File: config.mk
export PLATFORM = sky130hd
export DESIGN_NAME = match_timer
export DESIGN_NICKNAME = d
export VERILOG_FILES = /design/src/rtl/mt_pkg.sv /design/src/rtl/mt_divider.sv /design/src/rtl/mt_count.sv /design/src/rtl/match_timer.sv
export SDC_FILE = /design/constraint.sdc
export NUM_CORES = 1
export LEC_CHECK = 0
export BUFFER_PORTS_ARGS = -buffer_cell sky130_fd_sc_hd__buf_2
export CORE_ASPECT_RATIO = 1.4
export CORE_MARGIN = 5
export CORE_UTILIZATION = 60
export DETAILED_ROUTE_END_ITERATION = 7
export PLACE_DENSITY = 0.89
export SYNTH_ARGS = -nofsm -noshare
export SYNTH_HDL_FRONTEND = slang
export SYNTH_SLANG_ARGS = --single-unit
File: constraint.sdc
create_clock -name clk -period 2.96 [get_ports clk]
set_input_delay 0.296 -clock clk [delete_from_list [all_inputs] [get_ports clk]]
set_output_delay 0.296 -clock clk [all_outputs]
set_load 0.01 [all_outputs]
File: src/rtl/mt_pkg.sv
package mt_pkg;
  localparam int OFF_CTRL = 'h00;
  localparam int OFF_PRE  = 'h04;
  localparam int OFF_STAT = 'h08;
  localparam int OFF_IEN  = 'h0C;
  localparam int OFF_CMP  = 'h10;
  localparam int OFF_CNT  = 'h24;

  localparam int CTL_EN   = 0;
  localparam int CTL_WAIT = 3;
  localparam int CTL_SRC  = 6;   // 3-bit field, low bit
  localparam int CTL_FRUN = 9;
  localparam int CTL_OPEN = 10;

  localparam logic [2:0] SRC_BUS  = 3'd1;
  localparam logic [2:0] SRC_PER  = 3'd2;
  localparam logic [2:0] SRC_OSC  = 3'd5;

  localparam int OSC_FIXED_DIV = 8;
endpackage

File: src/rtl/mt_divider.sv
module mt_divider #(
  parameter int W = 12
) (
  input  logic         clk,
  input  logic         rst,
  input  logic         run,
  input  logic         tick_in,
  input  logic [W-1:0] div,
  output logic         tick_out
);
  logic [W-1:0] cnt_q;
  logic         wrap;

  assign wrap     = (cnt_q >= div);
  assign tick_out = run && tick_in && wrap;

  always_ff @(posedge clk) begin
    if (rst)
      cnt_q <= '0;
    else if (run && tick_in)
      cnt_q <= wrap ? '0 : cnt_q + W'(1);
  end
endmodule

File: src/rtl/mt_count.sv
module mt_count #(
  parameter int DW = 32
) (
  input  logic          clk,
  input  logic          rst,
  input  logic          tick,
  input  logic          restart,
  input  logic [DW-1:0] cmp,
  output logic [DW-1:0] cnt,
  output logic          hit
);
  logic [DW-1:0] nxt;

  always_comb begin
    if (restart && cnt == cmp) nxt = '0;
    else                       nxt = cnt + DW'(1);
  end

  assign hit = tick && (nxt == cmp);

  always_ff @(posedge clk) begin
    if (rst)       cnt <= '0;
    else if (tick) cnt <= nxt;
  end
endmodule

File: src/rtl/match_timer.sv
module match_timer
  import mt_pkg::*;
#(
  parameter int DW  = 32,
  parameter int AW  = 6,
  parameter int MPW = 12,
  parameter int OPW = 4
) (
  input  logic          clk,
  input  logic          rst,
  input  logic [AW-1:0] bus_addr,
  input  logic          bus_we,
  input  logic [DW-1:0] bus_wdata,
  output logic [DW-1:0] bus_rdata,
  input  logic          tick_bus,
  input  logic          tick_per,
  input  logic          tick_osc,
  output logic          irq
);
  localparam logic [DW-1:0] CTRL_MASK = DW'((1 << CTL_EN) | (1 << CTL_WAIT) |
                                            (7 << CTL_SRC) | (1 << CTL_FRUN) |
                                            (1 << CTL_OPEN));
  localparam logic [DW-1:0] PRE_MASK  = DW'((1 << (MPW + OPW)) - 1);
  localparam logic [OPW-1:0] OSC_FIX  = OPW'(OSC_FIXED_DIV - 1);

  logic [DW-1:0] ctrl_q, pre_q, cmp_q, cnt_w, rd_d;
  logic          ien_q, flag_q, irq_q;
  logic          en, frun, osc_pen;
  logic [2:0]    src_sel;
  logic          osc_tick, src_tick, main_tick, hit;
  logic [OPW-1:0] osc_div;
  logic          wr_stat;

  assign en      = ctrl_q[CTL_EN];
  assign frun    = ctrl_q[CTL_FRUN];
  assign osc_pen = ctrl_q[CTL_OPEN];
  assign src_sel = ctrl_q[CTL_SRC +: 3];
  assign osc_div = osc_pen ? pre_q[MPW +: OPW] : OSC_FIX;

  // Oscillator stage: runs only while the oscillator source is selected
  mt_divider #(.W(OPW)) u_osc_div (
    .clk(clk), .rst(rst), .run(en && src_sel == SRC_OSC),
    .tick_in(tick_osc), .div(osc_div), .tick_out(osc_tick)
  );

  always_comb begin
    case (src_sel)
      SRC_BUS: src_tick = tick_bus;
      SRC_PER: src_tick = tick_per;
      SRC_OSC: src_tick = osc_tick;
      default: src_tick = 1'b0;
    endcase
  end

  mt_divider #(.W(MPW)) u_main_div (
    .clk(clk), .rst(rst), .run(en), .tick_in(src_tick),
    .div(pre_q[MPW-1:0]), .tick_out(main_tick)
  );

  mt_count #(.DW(DW)) u_count (
    .clk(clk), .rst(rst), .tick(main_tick), .restart(!frun),
    .cmp(cmp_q), .cnt(cnt_w), .hit(hit)
  );

  // Register file
  always_ff @(posedge clk) begin
    if (rst) begin
      ctrl_q <= '0;
      pre_q  <= '0;
      cmp_q  <= '0;
      ien_q  <= 1'b0;
    end else if (bus_we) begin
      case (bus_addr)
        AW'(OFF_CTRL): ctrl_q <= bus_wdata & CTRL_MASK;
        AW'(OFF_PRE):  pre_q  <= bus_wdata & PRE_MASK;
        AW'(OFF_IEN):  ien_q  <= bus_wdata[0];
        AW'(OFF_CMP):  cmp_q  <= bus_wdata;
        default: ;
      endcase
    end
  end

  assign wr_stat = bus_we && bus_addr == AW'(OFF_STAT) && bus_wdata[0];

  // Sticky flag: set has priority over write-one-to-clear
  always_ff @(posedge clk) begin
    if (rst)          flag_q <= 1'b0;
    else if (hit)     flag_q <= 1'b1;
    else if (wr_stat) flag_q <= 1'b0;
  end

  always_ff @(posedge clk) begin
    if (rst) irq_q <= 1'b0;
    else     irq_q <= flag_q && ien_q;
  end
  assign irq = irq_q;

  always_comb begin
    case (bus_addr)
      AW'(OFF_CTRL): rd_d = ctrl_q;
      AW'(OFF_PRE):  rd_d = pre_q;
      AW'(OFF_STAT): rd_d = DW'(flag_q);
      AW'(OFF_IEN):  rd_d = DW'(ien_q);
      AW'(OFF_CMP):  rd_d = cmp_q;
      AW'(OFF_CNT):  rd_d = cnt_w;
      default:       rd_d = '0;
    endcase
  end

  always_ff @(posedge clk) begin
    if (rst) bus_rdata <= '0;
    else     bus_rdata <= rd_d;
  end
endmodule

==> results.md <==
- Initial Util: 0.616
- TritonCTS clock tree: yes
- H-Tree Depth: 4
- Final setup fails: 0
- Hold Path Class: primary input to flip-flop
- All-Layer GR Usage: 0.352
- Asr flop ratio synth: 0
- Min cycle time layout: 2.84 ns
- Synth Instances: 980
- Vias in the first global route: 7938
- Via count: 8064
- RSZ-0062 raised after global routing: no
- Max-cap violations: 0
- Top FF cell, synth: dfxtp_1
- EDFF count, synth: 0
- Worst setup margin: 0.123 ns
- Final hold viol count: 0
- Post-DR wirelength/cell: 21.2 um
- CP Data Arrival Time: 3.19 ns
- RR Startpoint: pre_q[8]$_SDFFE_PP0P_
- Syn Area/Cell: 7.82 um^2
- Most frequent cells in the layout: 137 x dfxtp_1, 127 x nand2_1, 111 x nor2_1, 105 x buf_4, 104 x a21oi_1
- PD cells: 453 nW/um^2
- Antenna-violating nets left: 0
- Ant. Diodes: 0
- Port Buffers: 76
- Post-Place Worst Slack: 0.0500 ns
- DR iter-0 viols: 858
- DIE AREA: 15200 um^2
- GP Congestion: 1.04
- Aggregate global routing overflow: 0
- Most common cell after layout, fill and taps aside: dfxtp_1
- Detail Placement HPWL: 19700 um
- DRC viols: 0
- Slack of the worst reg-to-reg path: 0.12 ns
- Most area-consuming cells after synthesis: dfxtp_1 36%, a21oi_1 6.8%, xnor2_1 6.3%, nand2_1 6.2%, nor2_1 5.5%
- Min-delay src: bus_wdata[23]
- Crit path launch type: flip-flop
- Synth top area share: 0.361
- Largest net degree at the start of global routing: 57
- Buffer type at the clock tree root: clkbuf_16
- Initial antenna violation count: 0
- Initial DRT Pass Iterations: 7
- Seq cells post-synth: 138
- Die Height: 144 um
- Global-route wire length before repair: 41300 um
- DP Area: 8700 um^2
- R2r endpoint: u_count.cnt[3]$_SDFFE_PP0P_
- Core area: 12400 um^2
- Longest Clk Path Bufs: 2
- Synth unique cells: 67
- R2R cell count: 11
- Total wire length: 26900 um
- Core Util, Final: 0.751
- Status: completed
- Reg clk slew, reported paths: 0.07 ns
- Most used cell along the critical path: a21oi_1
- Row cnt: 48
- Element type at the critical path end: flip-flop
- Area grow syn2layout: 21.8%
- CP delay by family, top: compound AO/OA/AOI/OAI gates
- # hold bufs at CTS: 0
- Max Clk Rate: 352 MHz
- Sum Neg Setup Slack: 0 ns
- Seq/Total Area, Yosys: 0.361
- Clock sink count: 138
- Hold EP: cmp_q[23]$_SDFFE_PP0P_
- Final Cell Area: 9330 um^2
- Bufs and invs on worst path: 2
- Inserted Clock Buffers: 17
- Layout cells sized above 1: 0.209
- Worst rel slew slack: 0.227
- Yosys warns: 0
- Cell area after synthesis: 7660 um^2
- Leakage power: 3.61 nW
- Worst slew pin tran: 1.14 ns
- Clk_lat worst skew: 0.43 ns
- CP required: 3.31 ns
- IO Pins: 77
- Die width: 106 um
- CP Class: flip-flop to flip-flop
- Nets: 1171
- VDD IR max: 0.370 mV
- Area leader, netlist: dfxtp_1
- Clock Skew: 0.0129 ns
- Worst-path fanout max: 23
- Critical-path cell list: inv_1 -> ha_1 -> o21ai_0 -> a21oi_1 -> nand4_1 -> a21oi_1 -> o211ai_1 -> buf_12 -> or2_2 -> or3_1 -> a21oi_1
- Worst Hold Depth: 3
- Via density: 6.34
- Slowest-stage cell, CP: dfxtp_1
- Crit-path max cell delay: 0.37 ns
- Fin crit share: 0.959
- Syn_nets: 1043
- Final slew viol count: 0
-- worst max path at each step --
stage,startpoint,to,cells past startpoint
after detailed placement,bus_addr[1],pre_q[9]$_SDFFE_PP0P_,6
after CTS,u_count.cnt[7]$_SDFFE_PP0P_,flag_q$_SDFFE_PP0P_,10
after floorplan,u_count.cnt[1]$_SDFFE_PP0P_,flag_q$_SDFFE_PP0P_,10
after global routing,u_count.cnt[0]$_SDFFE_PP0P_,flag_q$_SDFFE_PP0P_,11
final,pre_q[8]$_SDFFE_PP0P_,u_count.cnt[3]$_SDFFE_PP0P_,11
after global placement,bus_addr[1],pre_q[5]$_SDFFE_PP0P_,6
-- power by group --
| group | internal, mW | switching [mW] |
|---|---|---|
| logic | 0.0763 | 0.129 |
| registers | 1.86 | 0.00343 |
| clock network | 1.21 | 0.943 |
-- cell families after synthesis --
family	count (synthesis)	synth area share
adders and majority gates	19	0.0310
and+or+nand+nor	398	0.255
DFF	138	0.361
xor gates and xnor gates	75	0.0867
buffers and inverters	101	0.0559
muxes	31	0.0405
AOI/OAI and AO/OA	218	0.170
-- worst reg2reg max path, stage by stage, from the launching register on --
cell and delay [ns]:
dfxtp_1 0.37, inv_1 0.09, ha_1 0.29, o21ai_0 0.12, a21oi_1 0.29, nand4_1 0.14
a21oi_1 0.20, o211ai_1 0.17, buf_12 0.20, or2_2 0.37, or3_1 0.36, a21oi_1 0.15
-- through the flow --
step | std cells | hold WS, ns | power [mW]
after detailed placement | 1236 | 0.450 | 2.10
after global routing | 1271 | 0.101 | 4.32
after global placement | 1236 | 0.443 | 2.10
final | 1271 | 0.0943 | 4.23
after CTS | 1268 | 0.0926 | 4.22
after floorplan | 980 | 0.432 | 2.02
-- registers in the layout, summed over array words and instances (netlist names) --
register          count
ien_q                 1
ctrl_q                7
pre_q                16
u_osc_div.cnt_q       4
cmp_q                32
u_main_div.cnt_q     12
flag_q                1
u_count.cnt          32
bus_rdata            32
irq                   1
-- metal layers --
metal  vias to the layer above  share of wire  GRT usage
met5                         -              0          0
met1                      3725           0.33      0.347
met4                         0          0.096      0.312
met3                       172          0.070     0.0656
li1                       3672              -          -
met2                       495           0.50      0.627
-- cells in the mapped netlist, drive strengths merged (23+ instances only) --
| cell | n |
|---|---|
| inv | 27 |
| clkbuf | 51 |
| nor2 | 113 |
| mux2i | 31 |
| nor3 | 24 |
| a21oi | 104 |
| nand3 | 23 |
| o21ai | 49 |
| xnor2 | 56 |
| nand2 | 127 |
| dfxtp | 138 |
-- what timing repair did --
item / CTS / global route
setup buffers: 0 / 3
endpoints found under the setup margin: 0 / 13
resized for setup: 0 / 5
-- layout make-up --
type                    instances  area (um^2)
clock inverters                14          154
well taps                     150          188
inverters                      28          105
repair buffers                182         1190
flip-flops and latches        138         2760
fillers                       886         3100
clock buffers                  18          439
multi-input cells             741         4490
Power figures use the tool's default switching activity.
